===== src/rtl/mdio_mgmt_pkg.sv =====
// Shared constants and types for the management access controller.
// Assumes a Clause 22 frame of fixed 64-bit length.
package mdio_mgmt_pkg;
    localparam int CMD_W     = 32;
    localparam int DATA_W    = 16;
    localparam int ADDR_W    = 5;
    localparam int PRE_BITS  = 32;
    localparam int FRAME_W   = 64;
    localparam int IDX_W     = $clog2(FRAME_W);
    localparam int TA_IDX    = 46;
    localparam int DATA_IDX  = 48;
    localparam int GO_BIT    = 0;
    localparam int OP_LO     = 2;
    localparam int SEL_LO    = 8;
    localparam int REG_LO    = 16;
    localparam int PHY_LO    = 21;

    typedef enum logic [1:0] {
        OP_NONE  = 2'b00,
        OP_WRITE = 2'b01,
        OP_BAD   = 2'b10,
        OP_READ  = 2'b11
    } mdio_op_e;

    typedef struct packed {
        logic              is_read;
        logic [ADDR_W-1:0] phy;
        logic [ADDR_W-1:0] regn;
        logic [DATA_W-1:0] wdata;
    } mdio_req_t;
endpackage


===== src/rtl/mdio_mgmt_clkdiv.sv =====
// Half-period tick generator for MDC.
// While run is high, it counts system clocks and pulses tick on the last
// cycle of each MDC half period. The length comes from a four-entry table
// indexed by the divider select. Assumes every HALFn >= 1.
module mdio_mgmt_clkdiv #(
    parameter int HALF0 = 4,
    parameter int HALF1 = 8,
    parameter int HALF2 = 16,
    parameter int HALF3 = 62
) (
    input  logic       clk,
    input  logic       rst_n,
    input  logic       run,
    input  logic [1:0] range_sel,
    output logic       tick
);
    localparam int MAX01 = (HALF0 > HALF1) ? HALF0 : HALF1;
    localparam int MAX23 = (HALF2 > HALF3) ? HALF2 : HALF3;
    localparam int MAXH  = (MAX01 > MAX23) ? MAX01 : MAX23;
    localparam int CNT_W = $clog2(MAXH + 1);
    localparam int HALVES [4] = '{HALF0, HALF1, HALF2, HALF3};

    logic [CNT_W-1:0] half_tab [4];
    logic [CNT_W-1:0] cnt_q;
    logic [CNT_W-1:0] limit;

    for (genvar g = 0; g < 4; g++) begin : g_tab
        assign half_tab[g] = CNT_W'(HALVES[g]);
    end

    // Last count of the selected half period.
    assign limit = half_tab[range_sel] - CNT_W'(1);
    assign tick  = run && (cnt_q == limit);

    // Half-period counter, held at zero while idle.
    always_ff @(posedge clk) begin
        if (!rst_n || !run) begin
            cnt_q <= '0;
        end else if (tick) begin
            cnt_q <= '0;
        end else begin
            cnt_q <= cnt_q + CNT_W'(1);
        end
    end
endmodule


===== src/rtl/mdio_mgmt_seq.sv =====
// Frame sequencer: shifts the 64-bit management frame out on MDIO and
// toggles MDC on each divider tick. A bit starts with the MDC low half.
// MDIO moves only when MDC falls, and read data is sampled when MDC rises.
// Assumes start arrives only while idle.
module mdio_mgmt_seq
    import mdio_mgmt_pkg::*;
(
    input  logic              clk,
    input  logic              rst_n,
    input  logic              start,
    input  mdio_req_t         req,
    input  logic              tick,
    input  logic              mdio_i,
    output logic              run,
    output logic              mdc,
    output logic              mdio_o,
    output logic              mdio_oe,
    output logic              done,
    output logic [DATA_W-1:0] rdata
);
    logic [FRAME_W-1:0] shreg_q;
    logic [IDX_W-1:0]   idx_q;
    logic               rd_q;
    logic [DATA_W-1:0]  cap_q;
    logic [FRAME_W-1:0] frame;
    logic               last_bit;
    logic [IDX_W:0]     next_idx;

    // Assemble the frame from the request.
    assign frame = {{PRE_BITS{1'b1}}, 2'b01,
                    (req.is_read ? 2'b10 : 2'b01),
                    req.phy, req.regn,
                    (req.is_read ? 2'b11 : 2'b10),
                    req.wdata};

    assign last_bit = (idx_q == IDX_W'(FRAME_W - 1));
    assign next_idx = {1'b0, idx_q} + (IDX_W+1)'(1);
    assign done     = run && mdc && tick && last_bit;
    assign mdio_o   = shreg_q[FRAME_W-1];
    assign rdata    = cap_q;

    // Bit sequencing, MDC phase, drive enable and read capture.
    always_ff @(posedge clk) begin
        if (!rst_n) begin
            run     <= 1'b0;
            mdc     <= 1'b0;
            mdio_oe <= 1'b0;
            shreg_q <= '0;
            idx_q   <= '0;
            rd_q    <= 1'b0;
            cap_q   <= '0;
        end else if (start) begin
            run     <= 1'b1;
            mdc     <= 1'b0;
            mdio_oe <= 1'b1;
            shreg_q <= frame;
            idx_q   <= '0;
            rd_q    <= req.is_read;
        end else if (run && tick) begin
            if (!mdc) begin
                mdc <= 1'b1;
                if (rd_q && (idx_q >= IDX_W'(DATA_IDX))) begin
                    cap_q <= {cap_q[DATA_W-2:0], mdio_i};
                end
            end else if (last_bit) begin
                run     <= 1'b0;
                mdc     <= 1'b0;
                mdio_oe <= 1'b0;
            end else begin
                mdc     <= 1'b0;
                idx_q   <= next_idx[IDX_W-1:0];
                shreg_q <= {shreg_q[FRAME_W-2:0], 1'b0};
                mdio_oe <= !(rd_q && (next_idx >= (IDX_W+1)'(TA_IDX)));
            end
        end
    end
endmodule


===== src/rtl/mdio_mgmt_regs.sv =====
// Register file: command word (busy flag in bit 0) and data word.
// It accepts writes only while idle and decides whether a command write
// launches a transaction. It clears busy on done and loads read results.
module mdio_mgmt_regs
    import mdio_mgmt_pkg::*;
(
    input  logic              clk,
    input  logic              rst_n,
    input  logic              wr_en,
    input  logic              wr_sel,
    input  logic [CMD_W-1:0]  wr_data,
    input  logic              seq_done,
    input  logic [DATA_W-1:0] seq_rdata,
    output logic [CMD_W-1:0]  cmd_q,
    output logic [DATA_W-1:0] data_q,
    output logic              start,
    output mdio_req_t         req,
    output logic [1:0]        range_sel
);
    mdio_op_e new_op;
    mdio_op_e cur_op;
    logic     busy;
    logic     cmd_wr;
    logic     data_wr;

    assign busy      = cmd_q[GO_BIT];
    assign new_op    = mdio_op_e'(wr_data[OP_LO+1:OP_LO]);
    assign cur_op    = mdio_op_e'(cmd_q[OP_LO+1:OP_LO]);
    assign cmd_wr    = wr_en && wr_sel && !busy;
    assign data_wr   = wr_en && !wr_sel && !busy;
    assign start     = cmd_wr && wr_data[GO_BIT] &&
                       ((new_op == OP_WRITE) || (new_op == OP_READ));
    assign range_sel = cmd_q[SEL_LO+1:SEL_LO];

    // Request handed to the sequencer together with start.
    always_comb begin
        req.is_read = (new_op == OP_READ);
        req.phy     = wr_data[PHY_LO+ADDR_W-1:PHY_LO];
        req.regn    = wr_data[REG_LO+ADDR_W-1:REG_LO];
        req.wdata   = data_q;
    end

    // Command word: store when idle, drop busy at completion.
    always_ff @(posedge clk) begin
        if (!rst_n) begin
            cmd_q <= '0;
        end else if (cmd_wr) begin
            cmd_q         <= wr_data;
            cmd_q[GO_BIT] <= start;
        end else if (seq_done) begin
            cmd_q[GO_BIT] <= 1'b0;
        end
    end

    // Data word: host load when idle, PHY result at the end of a read.
    always_ff @(posedge clk) begin
        if (!rst_n) begin
            data_q <= '0;
        end else if (data_wr) begin
            data_q <= wr_data[DATA_W-1:0];
        end else if (seq_done && (cur_op == OP_READ)) begin
            data_q <= seq_rdata;
        end
    end
endmodule


===== src/rtl/mdio_mgmt.sv =====
// Top of the management access controller: register file, MDC divider and
// frame sequencer. The host drives MDIO through mdio_o/mdio_oe and a pad
// outside this block; mdio_i is the bus value seen back.
module mdio_mgmt
    import mdio_mgmt_pkg::*;
#(
    parameter int HALF0 = 4,
    parameter int HALF1 = 8,
    parameter int HALF2 = 16,
    parameter int HALF3 = 62
) (
    input  logic        clk,
    input  logic        rst_n,
    input  logic        wr_en,
    input  logic        wr_sel,
    input  logic [31:0] wr_data,
    output logic [31:0] rd_cmd,
    output logic [15:0] rd_data,
    output logic        mdc,
    output logic        mdio_o,
    output logic        mdio_oe,
    input  logic        mdio_i
);
    logic              start;
    logic              run;
    logic              tick;
    logic              done;
    logic [1:0]        range_sel;
    logic [DATA_W-1:0] seq_rdata;
    mdio_req_t         req;

    mdio_mgmt_regs u_regs (
        .clk       (clk),
        .rst_n     (rst_n),
        .wr_en     (wr_en),
        .wr_sel    (wr_sel),
        .wr_data   (wr_data),
        .seq_done  (done),
        .seq_rdata (seq_rdata),
        .cmd_q     (rd_cmd),
        .data_q    (rd_data),
        .start     (start),
        .req       (req),
        .range_sel (range_sel)
    );

    mdio_mgmt_clkdiv #(
        .HALF0 (HALF0),
        .HALF1 (HALF1),
        .HALF2 (HALF2),
        .HALF3 (HALF3)
    ) u_div (
        .clk       (clk),
        .rst_n     (rst_n),
        .run       (run),
        .range_sel (range_sel),
        .tick      (tick)
    );

    mdio_mgmt_seq u_seq (
        .clk     (clk),
        .rst_n   (rst_n),
        .start   (start),
        .req     (req),
        .tick    (tick),
        .mdio_i  (mdio_i),
        .run     (run),
        .mdc     (mdc),
        .mdio_o  (mdio_o),
        .mdio_oe (mdio_oe),
        .done    (done),
        .rdata   (seq_rdata)
    );
endmodule


===== config.mk =====
export PLATFORM = sky130hd
export DESIGN_NAME = mdio_mgmt
export DESIGN_NICKNAME = d
export VERILOG_FILES = /design/src/rtl/mdio_mgmt_pkg.sv /design/src/rtl/mdio_mgmt_clkdiv.sv /design/src/rtl/mdio_mgmt_seq.sv /design/src/rtl/mdio_mgmt_regs.sv /design/src/rtl/mdio_mgmt.sv
export SDC_FILE = /design/constraint.sdc
export NUM_CORES = 1
export LEC_CHECK = 0
export ABC_AREA = 0
export CORE_UTILIZATION = 50
export CTS_CLUSTER_SIZE = 24
export DETAILED_ROUTE_END_ITERATION = 10
export PLACE_DENSITY = 0.75
export RECOVER_POWER = 25
export SLEW_MARGIN = 25
export SYNTH_ARGS = -nofsm -noshare
export SYNTH_HDL_FRONTEND = slang
export SYNTH_SLANG_ARGS = --single-unit

===== constraint.sdc =====
create_clock -name clk -period 6.5 [get_ports clk]
set_input_delay 1.3 -clock clk [delete_from_list [all_inputs] [get_ports clk]]
set_output_delay 1.3 -clock clk [all_outputs]
set_load 0.01 [all_outputs]

-- Yosys cells after proc, flatten, opt, wreduce, memory -nomap -nowiden
Index checks and enable logic that the tools add are counted.
- input port bits: 37
- output and inout port bits: 51
- register bits after elaboration: 144
- order comparisons: 3
- equal/unequal tests: 6
- muxes and demuxes: 22
- add/subtract/negate cells: 3
- reductions and logical operators: 33
- bitwise logic cells: 5
- operator list (kind ; number):
    2-to-1 mux 64 bit ; 4
    2-to-1 mux 16 bit ; 2
    logical AND 1 bit ; 14
    binary-select mux 6 bit (select 2 bit) ; 1
    2-to-1 mux 1 bit ; 12
    2-to-1 mux 6 bit ; 2
    nonzero test 2 bit ; 5
    AND reduction 3 bit ; 3
    adder 6 x 1 -> 7 bit (second input constant) ; 1
    greater-or-equal comparator 7 x 6 -> 1 bit (second input constant) ; 1
    adder 6 x 1 -> 6 bit (second input constant) ; 1
    equality test 6 bit ; 1
    equality test 6 bit (second input constant) ; 1
    greater-or-equal comparator 6 bit (second input constant) ; 1
    subtractor 6 x 1 -> 6 bit (second input constant) ; 1
    logical NOT 1 bit ; 5
    equality test 2 bit (second input constant) ; 2
    inverter 1 bit ; 4
    AND reduction 4 bit ; 1
    OR reduction 2 bit ; 2
    greater-or-equal comparator 3 bit (second input constant) ; 1
    inverter 2 -> 3 bit ; 1
    equality test 2 x 1 -> 1 bit (second input constant) ; 1
    logical OR 1 bit ; 2
    other kinds (3) ; 3

-- Depth between registers and ports, before layout
Gate-level depths: netlist (run 1).
- word-level depth: 12
- mapped depth: 10

-- Cells and area by module
Synthesis (run 1) repeated with hierarchy kept, for this count alone.
- cell total of the unflattened synthesis: 726
- area total of the unflattened synthesis: 6002.0 um^2
- by module, submodules not included (module ; area each (um^2) ; instances ; cells an instance):
    mdio_mgmt_seq ; 3535.9 ; 1 ; 430
    mdio_mgmt_regs ; 2112.0 ; 1 ; 261
    mdio_mgmt_clkdiv ; 354.1 ; 1 ; 35

-- Worst setup path after synthesis (run 1)
No wires, ideal clock.
- path kind: register to register
- from: register u_regs.cmd_q[8]
- to: register u_regs.data_q[10]
- stages on the path, launching flop included: 10
- data required time: 6.367 ns
- data arrival time: 2.679 ns
- buffers on the path: 2
- slack: 3.688 ns
- period minus slack after synthesis: 2.812 ns
- cell sequence: dfxtp_1 -> inv_1 -> ha_1 -> xor3_1 -> or4_1 -> buf_6 -> nor4_4 -> buf_6 -> mux2i_1 -> a21oi_1
- word-level cells in the longest chain between the ends: 11
- RTL lines (what ; RTL line ; RTL):
    start: declaration ; mdio_mgmt_regs.sv:14 ; output logic [CMD_W-1:0] cmd_q,
    start signal: assignment ; mdio_mgmt_regs.sv:48 ; cmd_q <= wr_data;
    start signal: indexed assignment ; mdio_mgmt_regs.sv:49 ; cmd_q[GO_BIT] <= start;
    inverter 2 -> 3 bit (not written as such) ; mdio_mgmt_clkdiv.sv:32 ; assign limit = half_tab[range_sel] - CNT_W'(1);
    binary-select mux 6 bit (select 2 bit) ; mdio_mgmt_clkdiv.sv:32 ;
    2-to-1 mux 6 bit (not written as such) (2 in series) ; mdio_mgmt_clkdiv.sv:32 ;
    subtractor 6 x 1 -> 6 bit ; mdio_mgmt_clkdiv.sv:32 ;
    equality test 6 bit ; mdio_mgmt_clkdiv.sv:33 ; assign tick = run && (cnt_q == limit);
    logical AND 1 bit ; mdio_mgmt_clkdiv.sv:33 ;
    logical AND 1 bit (2 in series) ; mdio_mgmt_seq.sv:38 ; assign done = run && mdc && tick && last_bit;
    logical AND 1 bit ; mdio_mgmt_regs.sv:61 ; end else if (seq_done && (cur_op == OP_READ)) begin
    nonzero test 2 bit (no line) ; -- ;
    end signal: assignment ; mdio_mgmt_regs.sv:60 ; data_q <= wr_data[DATA_W-1:0];
    end signal: assignment ; mdio_mgmt_regs.sv:62 ; data_q <= seq_rdata;
    end: declaration ; mdio_mgmt_regs.sv:15 ; output logic [DATA_W-1:0] data_q,
No other way between the ends. The select of a mux whose other input is x is not followed.
A chain may end at the register's enable or synchronous reset.

==> metrics.yaml, run 1 <==
worstPathArrival_ns: 4.87
yosys.cell_count.top_type: "dfxtp_1"
io_pins: 88
fmax_ghz: 0.2214
whs_ns: 0.4482
design_power_total_mw: 1.997
slew_viol_final: 50
rr_endpoint: "u_seq.shreg_q[56]$_SDFFE_PN0P_"
synth_common_cells: "144 x dfxtp_1, 112 x a21oi_1, 94 x mux2i_1, 71 x nand2_1, 48 x o21ai_0"
cts-buffers-inserted: 17
cts_hold_buf: 0
setup_violations: 0
grt_pass1_wl_mm: 21.29
hold_class: "flip-flop to flip-flop"
fin_crit_ns: 4.517
dp.cells: 805
holdPathStages: 2
setup_tns_ns: 0
synthArstFlopShare: 0
violations: "max-capacitance violations, max-slew violations"
synthFlopType: "dfxtp_1"
synth_seq_cells: 144
die_w_um: 110.5
htree_levels: 4
clk_latency_ns: 0.41
rsz0062_at_grt: "no"
gp_congestion: 0.8158
synth_top_area_cell: "dfxtp_1"
routedWlPerCell_um: 15.19
ant_nets: 0
max_slew_margin: -0.1904
num_rows: 39
antenna_found_initial: 0
drt_iter0_drc: 258
min-delay-start: "u_regs.cmd_q[31]$_SDFFE_PN0P_"
syn_area_sq_um: 5883
drive_gt1_frac: 0.06619
cts_tree: "yes"
post-cts-setup-buffers: 0
die_h_um: 110.5
grt_pass1_vias: 4371
hold_viol_final: 0
synth-seq-area-share: 0.4900
layout.cells.non_filler: 838
crit_required_ns: 6.85
r2r-start: "u_regs.cmd_q[8]$_SDFFE_PN0P_"
syn-num-nets: 671
path_clk_slew_ns: 0.06
fin_nets: 725
synth_edf_count: 0
p_per_area_nw_per_um2: 275.4
p_leak_nw: 2.509
worst_pin_slew_ns: 1.786
reg2reg_slack_ns: 3.07
vias: 4536
worstSetupEndpointType: "flip-flop"
hpwl_mm: 8.430
grt_max_degree: 65
synth_top_area_frac: 0.4900
cp-startpoint: "rst_n"
first_pass_iters: 5
grt_usage: 0.2167
drc_errors: 0
status: "finished with violations"
core-area_sq_um: 11420
place_area_sq_um: 6670
clock_sinks: 144
critical_path.startpoint_type: "input port"
clockRootBuffer: "clkbuf_16"
start_util: 0.5152
critPathKind: "input port to flip-flop"
yosysWarnings: 0
drv_cap: 1
synth_area_leaders: "dfxtp_1 49%, mux2i_1 16%, a21oi_1 9.5%, nand2_1 4.5%, o21ai_0 4.1%"
port_buffers: 87
avgSynthCellArea_sq_um: 9.368
endpoint: "u_seq.mdio_oe$_SDFFE_PN0P_"
skew_ns: 0.008488
critPathMaxFanout: 64
period_share: 0.6949
drt-total-wl_mm: 12.73
clockBufferDepth: 2
antennaDiodeCount: 0
post-route-cell-area_sq_um: 7252
synthDistinctLibCells: 41
postSynthCellCount: 628
cts-resized-gates: 0
viasPerCell: 5.413
ff2ff_path_depth: 8
peakVddDrop_uv: 236.4
die_area_sq_um: 12200
overflow: 0
area_growth_pct: 23.27
layout make-up:
class | count | area [sq um]
inverter | 5 | 18.77
clock inverter | 9 | 82.58
multi-input combinational | 417 | 2651
fill | 960 | 4167
sequential | 144 | 2883
timing repair buffer | 97 | 949.7
tap | 143 | 178.9
clock buffer | 23 | 488.0
power by group:
group	switching [mW]	internal (mW)
Combinational	0.0712	0.0700
Sequential	0.0195	0.914
Clock	0.357	0.565
logic make-up (layout without fill, tap and decap cells):
family / count (synthesis) / count (layout) / share of synthesized area
multiplexers: 95 / 95 / 0.1618
buffers and inverters: 67 / 134 / 0.06125
XOR/XNOR: 11 / 11 / 0.01893
adder cells (fa/ha/maj): 6 / 6 / 0.01276
flip-flops: 144 / 144 / 0.4900
AND/OR/NAND/NOR: 134 / 134 / 0.1046
AO/OA/AOI/OAI: 171 / 171 / 0.1506
sequential cells by signal (all words and copies together), names as in the netlist:
register / flops
u_seq.shreg_q: 64
u_regs.cmd_q: 32
u_regs.data_q: 16
u_seq.rdata: 16
u_div.cnt_q: 6
u_seq.idx_q: 6
u_seq.mdc: 1
u_seq.mdio_oe: 1
u_seq.rd_q: 1
u_seq.run: 1
worst max-delay path, stage by stage:
cell	delay, ns
dlygate4sd3_1	0.54
clkbuf_1	1.28
inv_1	0.83
buf_4	0.56
a21oi_1	0.20
a31o_1	0.11
per-stage QoR:
stage | setup WS [ns] | utilization
floorplan | 3.688 | -
global placement | 2.854 | 0.5842
detailed placement | 2.684 | 0.5842
CTS | 2.686 | 0.6341
global route | 1.726 | 0.6351
finish | 1.983 | 0.6351
worst min-delay path by stage:
stage	slack, ns	to
after floorplan	0.43	u_div.cnt_q[0]$_SDFF_PP0_
after global placement	0.44	u_regs.cmd_q[1]$_SDFFE_PN0P_
after detailed placement	0.45	u_regs.cmd_q[30]$_SDFFE_PN0P_
after CTS	0.45	u_regs.cmd_q[30]$_SDFFE_PN0P_
after global routing	0.47	u_regs.cmd_q[31]$_SDFFE_PN0P_
final	0.45	u_regs.cmd_q[31]$_SDFFE_PN0P_
layer usage:
metal / global-route usage / up-vias / part of all wire
li1: - / 2287 / -
met1: 0.2620 / 2125 / 0.44
met2: 0.3602 / 99 / 0.49
met3: 0.06147 / 25 / 0.039
met4: 0.09156 / 0 / 0.024
met5: 0 / - / 0
cells in the final DEF (no fill, tap or decap), types with 7 or more instances in the layout:
master	count
clkbuf_16	17
xnor2_1	7
clkdlybuf4s50_1	58
o21ai_0	48
a21oi_1	112
nand2_1	71
nand3_1	7
buf_4	8
nor2_1	33
dfxtp_1	144
dlygate4sd3_1	29
mux2i_1	94
Power figures use the tool's default switching activity.
==> run 2: changes to the inputs <==
==> constraint.sdc (replaced) <==
create_clock -name clk -period 4.6 [get_ports clk]
set_input_delay 0.92 -clock clk [delete_from_list [all_inputs] [get_ports clk]]
set_output_delay 0.92 -clock clk [all_outputs]
set_load 0.01 [all_outputs]
==> run 2 against run 1 <==
The run still ends with max-capacitance violations, max-slew violations left. Global-route usage shrank 0.34 points. Clock-buffer cell count shrank 5. Sequential cell count is the same. Routed wire length grew 1.0%. Non-clock buffer count shrank 1. Worst hold slack gained 0.0024 ns. Combinational power grew 40%. Utilization grew 0.53 points. Clock power grew 56%. Clock skew shrank 0.0014 ns.
==> metrics.yaml, run 2 (same netlist as run 1, synthesis figures left out) <==
critical_path.startpoint_type: "input port"
start_util: 0.5152  # unchanged
holdPathStages: 2  # unchanged
clockBufferDepth: 2  # unchanged
hold_class: "flip-flop to flip-flop"
fmax_ghz: 0.2929
vias: 4591  # +1.2%
rsz0062_at_grt: "no"
final_cell_mix: "144 x dfxtp_1, 112 x a21oi_1, 94 x mux2i_1, 71 x nand2_1, 48 x o21ai_0"
grt_pass1_vias: 4487  # +2.7%
grt_pass1_wl_mm: 21.00  # -1.4%
hpwl_mm: 8.340  # -1.1%
largest_register_ffs: 64  # unchanged
fin_crit_ns: 3.415
rr_endpoint: "u_seq.shreg_q[28]$_SDFFE_PN0P_"
worst_slack_ns: 1.185  # -0.7977 ns
clockRootBuffer: "clkbuf_16"
skew_ns: 0.007123  # -0.001366 ns
setup_tns_ns: 0  # unchanged
fin_nets: 724  # -0.14%
area_growth_pct: 24.29
p_leak_nw: 2.565  # +2.2%
r2r-start: "u_regs.cmd_q[8]$_SDFFE_PN0P_"
setup_violations: 0  # unchanged
clock_sinks: 144  # unchanged
pre_cts_ws_ns: 1.428  # -1.256 ns
crit_required_ns: 4.89  # -1.96 ns
critPathMaxFanout: 56  # -13%
top_register: "u_seq.shreg_q"
p_per_area_nw_per_um2: 403.9  # +47%
drv_cap: 1  # unchanged
overflow: 0  # unchanged
min-delay-start: "u_regs.cmd_q[12]$_SDFFE_PN0P_"
die_area_sq_um: 12200  # unchanged
worst_pin_slew_ns: 1.806  # +0.02023 ns
multi_input_area_sq_um: 2651  # unchanged
core-area_sq_um: 11420  # unchanged
critPathKind: "input port to flip-flop"
viasPerCell: 5.485  # +1.3%
die_h_um: 110.5  # unchanged
drt_iter0_drc: 233  # -9.7%
die_w_um: 110.5  # unchanged
violations: "max-capacitance violations, max-slew violations"
first_pass_iters: 4  # -1
slew_viol_final: 57  # +14%
clk_latency_ns: 0.41  # about the same
hold_viol_final: 0  # unchanged
path_clk_slew_ns: 0.06  # about the same
antennaDiodeCount: 0  # unchanged
grt_max_degree: 69  # +6.2%
ant_nets: 0  # unchanged
htree_levels: 4  # unchanged
drt-total-wl_mm: 12.86  # +1.0%
cp-startpoint: "rst_n"
routedWlPerCell_um: 15.36  # +1.1%
cts-buffers-inserted: 17  # unchanged
largestRegisters: "u_seq.shreg_q: 64 flops, u_regs.cmd_q: 32 flops"
fillers: 932  # -2.9%
grt_usage: 0.2134  # -0.003371
cts_tree: "yes"
reg2reg_slack_ns: 1.41  # -1.66 ns
post-cts-setup-buffers: 0  # unchanged
cts_hold_buf: 0  # unchanged
status: "finished with violations"
worstPathArrival_ns: 3.70  # -1.17 ns
hold_path_end: "u_regs.cmd_q[12]$_SDFFE_PN0P_"
max_slew_margin: -0.2052  # -0.01481
ff2ff_path_depth: 8  # unchanged
seq_area_sq_um: 2883  # unchanged
worstSetupEndpointType: "flip-flop"
peakVddDrop_uv: 420.5  # +78%
final_common_cell: "dfxtp_1"
cts-resized-gates: 0  # unchanged
io_pins: 88  # unchanged
antenna_found_initial: 0  # unchanged
drive_gt1_frac: 0.06916  # +0.002977
port_buffers: 87  # unchanged
drc_errors: 0  # unchanged
gp_congestion: 0.8340  # +2.2%
num_rows: 39  # unchanged
design_power_total_mw: 2.953  # +48%
period_share: 0.7423
-- run 2: where the power goes --
| part | leakage, nW | internal, mW | switching (mW) |
|---|---|---|---|
| Sequential | 1.17 | 1.29 | 0.0276 |
| Clock | 0.294 | 0.919 | 0.518 |
| Combinational | 1.10 | 0.0958 | 0.101 |
-- run 2: critical path: stages --
cell and delay, ns:
dlygate4sd3_1 0.55, buf_4 0.27, inv_1 1.33, buf_4 0.51
nor2_1 0.10
-- run 2: how the worst max path moves through the flow --
stage,end,slack (ns),cells after the start
after floorplan,u_regs.data_q[10]$_SDFFE_PN0P_,1.79,9
after global routing,u_seq.rdata[7]$_SDFFE_PN0P_,1.03,5
final,u_seq.rdata[7]$_SDFFE_PN0P_,1.19,5
after global placement,u_seq.shreg_q[28]$_SDFFE_PN0P_,1.51,8
after CTS,u_seq.shreg_q[28]$_SDFFE_PN0P_,1.40,8
after detailed placement,u_seq.shreg_q[28]$_SDFFE_PN0P_,1.43,8
-- run 2: area by class of cell --
type | count | share of cell area
clock buffers | 18 | 0.06006
multi-input cells | 417 | 0.3626
inverters | 5 | 0.002567
well taps | 143 | 0.02447
flip-flops and latches | 144 | 0.3943
repair buffers | 96 | 0.1300
clock inverters | 14 | 0.02601
-- run 2: per-stage QoR --
step,instances,cell area [sq um],hold slack (ns),util
3_5_place_dp,805,6683,0.4474,0.5853
6_report,837,7312,0.4507,0.6404
5_1_grt,837,7312,0.4706,0.6404
4_1_cts,837,7312,0.4552,0.6404
2_1_floorplan,628,5883,0.4297,-
3_3_place_gp,805,6683,0.4437,0.5853
-- run 2: routing by layer --
layer	part of all wire	wire [um]	GRT usage	vias up
li1	-	-	-	2293
met4	0.022	287	0.09067	0
met2	0.51	6503	0.3710	106
met1	0.43	5588	0.2461	2167
met3	0.037	476	0.05708	25
met5	0	0	0	-
==> run 3: changes to the inputs <==
==> constraint.sdc (replaced) <==
create_clock -name clk -period 3.6 [get_ports clk]
set_input_delay 0.72 -clock clk [delete_from_list [all_inputs] [get_ports clk]]
set_output_delay 0.72 -clock clk [all_outputs]
set_load 0.01 [all_outputs]
==> run 3 against run 2 <==
The flow now finishes without violations. Critical endpoint is now u_seq.shreg_q[28]$_SDFFE_PN0P_. Total power increased by 23%. Non-clock buffer count rose by 4. Largest cell class unchanged. Die area unchanged. Combinational power rose by 34%.
==> metrics.yaml, run 3 (same netlist as run 1, synthesis figures left out) <==
status: "complete, no violations"
antenna_found_initial: 0  # unchanged
drc_errors: 0  # unchanged
worstPathArrival_ns: 3.46  # -0.24 ns
p_int_mw: 2.803  # +22%
clockRootBuffer: "clkbuf_16"
io_pins: 88  # unchanged
clock_sinks: 144  # unchanged
fin_crit_ns: 3.154
p_comb_frac: 0.073  # +0.006
p_switching_mw: 0.8190  # +27%
critical_path.startpoint_type: "flip-flop"
path_cells: "inv_1 -> ha_1 -> xor3_1 -> or4_1 -> nor3_4 -> buf_12 -> mux2_1 -> o211a_1"
place_area_sq_um: 6738  # +0.82%
clk_latency_ns: 0.41  # about the same
htree_levels: 4  # unchanged
grt_pass1_wl_mm: 21.80  # +3.8%
pre_cts_ws_ns: 0.4660  # -0.9624 ns
grt_max_degree: 47  # -32%
die_w_um: 110.5  # unchanged
cpPeakStageDelay_ns: 0.66  # -0.67 ns
setup_tns_ns: 0  # unchanged
p_per_area_nw_per_um2: 496.0  # +23%
cp_slowest_cell: "or4_1"
design_power_total_mw: 3.622  # +23%
cts_hold_buf: 0  # unchanged
critPathMaxFanout: 46  # -18%
first_pass_iters: 5  # +1
seq_area_sq_um: 2883  # unchanged
area_growth_pct: 24.12
swShare: 0.2261  # +0.007160
antennaDiodeCount: 0  # unchanged
overflow: 0  # unchanged
die_h_um: 110.5  # unchanged
p_seq_frac: 0.465  # +0.018
post-route-cell-area_sq_um: 7302  # -0.14%
drive_gt1_frac: 0.06887  # -0.0002977
path_clk_slew_ns: 0.06  # about the same
core-area_sq_um: 11420  # unchanged
largestRegisters: "u_seq.shreg_q: 64 flops, u_regs.cmd_q: 32 flops"
viasPerCell: 5.542  # +1.0%
worstSetupEndpointType: "flip-flop"
hold_class: "flip-flop to flip-flop"
cts_tree: "yes"
largest_register_ffs: 64  # unchanged
routedWlPerCell_um: 15.79  # +2.8%
worst_pin_slew_ns: 1.214  # -0.5918 ns
cts-resized-gates: 0  # unchanged
grt_usage: 0.2194  # +0.006076
grt_pass1_vias: 4562  # +1.7%
drv_cap: 0  # -1
hpwl_mm: 8.652  # +3.7%
critPathKind: "flip-flop to flip-flop"
multi_input_area_sq_um: 2651  # unchanged
fillers: 940  # +0.86%
fin_nets: 728  # +0.55%
drt_iter0_drc: 280  # +20%
num_rows: 39  # unchanged
final_common_cell: "dfxtp_1"
skew_ns: 0.006607  # -0.0005156 ns
cts-buffers-inserted: 17  # unchanged
crit_required_ns: 3.91  # -0.98 ns
p_leak_nw: 2.491  # -2.9%
period_share: 0.8762
post-cts-setup-buffers: 0  # unchanged
setup_violations: 0  # unchanged
drt-total-wl_mm: 13.26  # +3.2%
peakVddDrop_uv: 336.6  # -20%
port_buffers: 87  # unchanged
worst_slack_ns: 0.4456  # -0.7398 ns
die_area_sq_um: 12200  # unchanged
vias: 4655  # +1.4%
hold_viol_final: 0  # unchanged
rsz0062_at_grt: "no"
start_util: 0.5152  # unchanged
slew_viol_final: 0  # -100%
gp_congestion: 0.8245  # -1.1%
fmax_ghz: 0.3170
clockBufferDepth: 2  # unchanged
max_slew_margin: 0.1907  # +0.3959
final_cell_mix: "144 x dfxtp_1, 112 x a21oi_1, 94 x mux2i_1, 71 x nand2_1, 70 x clkdlybuf4s50_1"
pwr-share-clk: 0.462  # -0.025
top_register: "u_seq.shreg_q"
ant_nets: 0  # unchanged
-- run 3: cell types whose count changed in the layout (fill, tap and decap cells not counted), sizes merged --
cell           previous run  this run
clkinv                    5         3
clkdlybuf4s50            42        70
buf                       9        12
inv                       5         6
clkinvlp                  5         3
dlygate4sd3              45        17
bufinv                    4         1
clkbuf                   18        24
-- run 3: power groups by stage --
| stage | logic, mW | clock network [mW] | registers, mW |
|---|---|---|---|
| 2_1_floorplan | 0.137 | 0 | 1.72 |
| 3_3_place_gp | 0.260 | 0 | 1.72 |
| 3_5_place_dp | 0.266 | 0 | 1.72 |
| 4_1_cts | 0.269 | 1.69 | 1.69 |
| 5_1_grt | 0.288 | 1.77 | 1.69 |
| 6_report | 0.264 | 1.67 | 1.69 |
-- run 3: worst paths after layout --
path | from | to | slack, ns | depth (start not counted)
worst min register to register | u_regs.cmd_q[12]$_SDFFE_PN0P_ | u_regs.cmd_q[12]$_SDFFE_PN0P_ | 0.45 | 2
worst max-delay path | u_regs.cmd_q[8]$_SDFFE_PN0P_ | u_seq.shreg_q[28]$_SDFFE_PN0P_ | 0.45 | 8
worst max register to register | u_regs.cmd_q[8]$_SDFFE_PN0P_ | u_seq.shreg_q[28]$_SDFFE_PN0P_ | 0.45 | 8
worst min-delay path | u_regs.cmd_q[12]$_SDFFE_PN0P_ | u_regs.cmd_q[12]$_SDFFE_PN0P_ | 0.45 | 2
-- run 3: per-layer routing --
| metal | vias up | share of wire | global-route usage |
|---|---|---|---|
| li1 | 2295 | - | - |
| met1 | 2228 | 0.44 | 0.2659 |
| met2 | 104 | 0.50 | 0.3677 |
| met3 | 28 | 0.038 | 0.04336 |
| met4 | 0 | 0.029 | 0.1156 |
| met5 | - | 0 | 0 |
-- run 3: worst max-delay path, delay by kind of cell, from the launching register on --
kind / cells / cell delay (ns)
simple gates: 2 / 0.99
fa+ha+maj: 1 / 0.31
mux: 1 / 0.36
buf+inv: 2 / 0.40
xor+xnor: 1 / 0.36
flops: 1 / 0.42
compound gates: 1 / 0.20
-- run 3: metrics by stage --
stage / std cells / hold slack, ns / utilization
2_1_floorplan: 628 / 0.4297 / -
6_report: 840 / 0.4518 / 0.6395
3_3_place_gp: 809 / 0.4418 / 0.5901
3_5_place_dp: 809 / 0.4467 / 0.5901
5_1_grt: 840 / 0.4707 / 0.6395
4_1_cts: 840 / 0.4574 / 0.6398
-- run 3: cell type report --
class,count,area share
flip-flops and latches,144,0.3948
multi-input cells,417,0.3631
repair buffers,100,0.1373
clock buffers,23,0.06683
well taps,143,0.02450
clock inverters,8,0.01097
inverters,5,0.002570
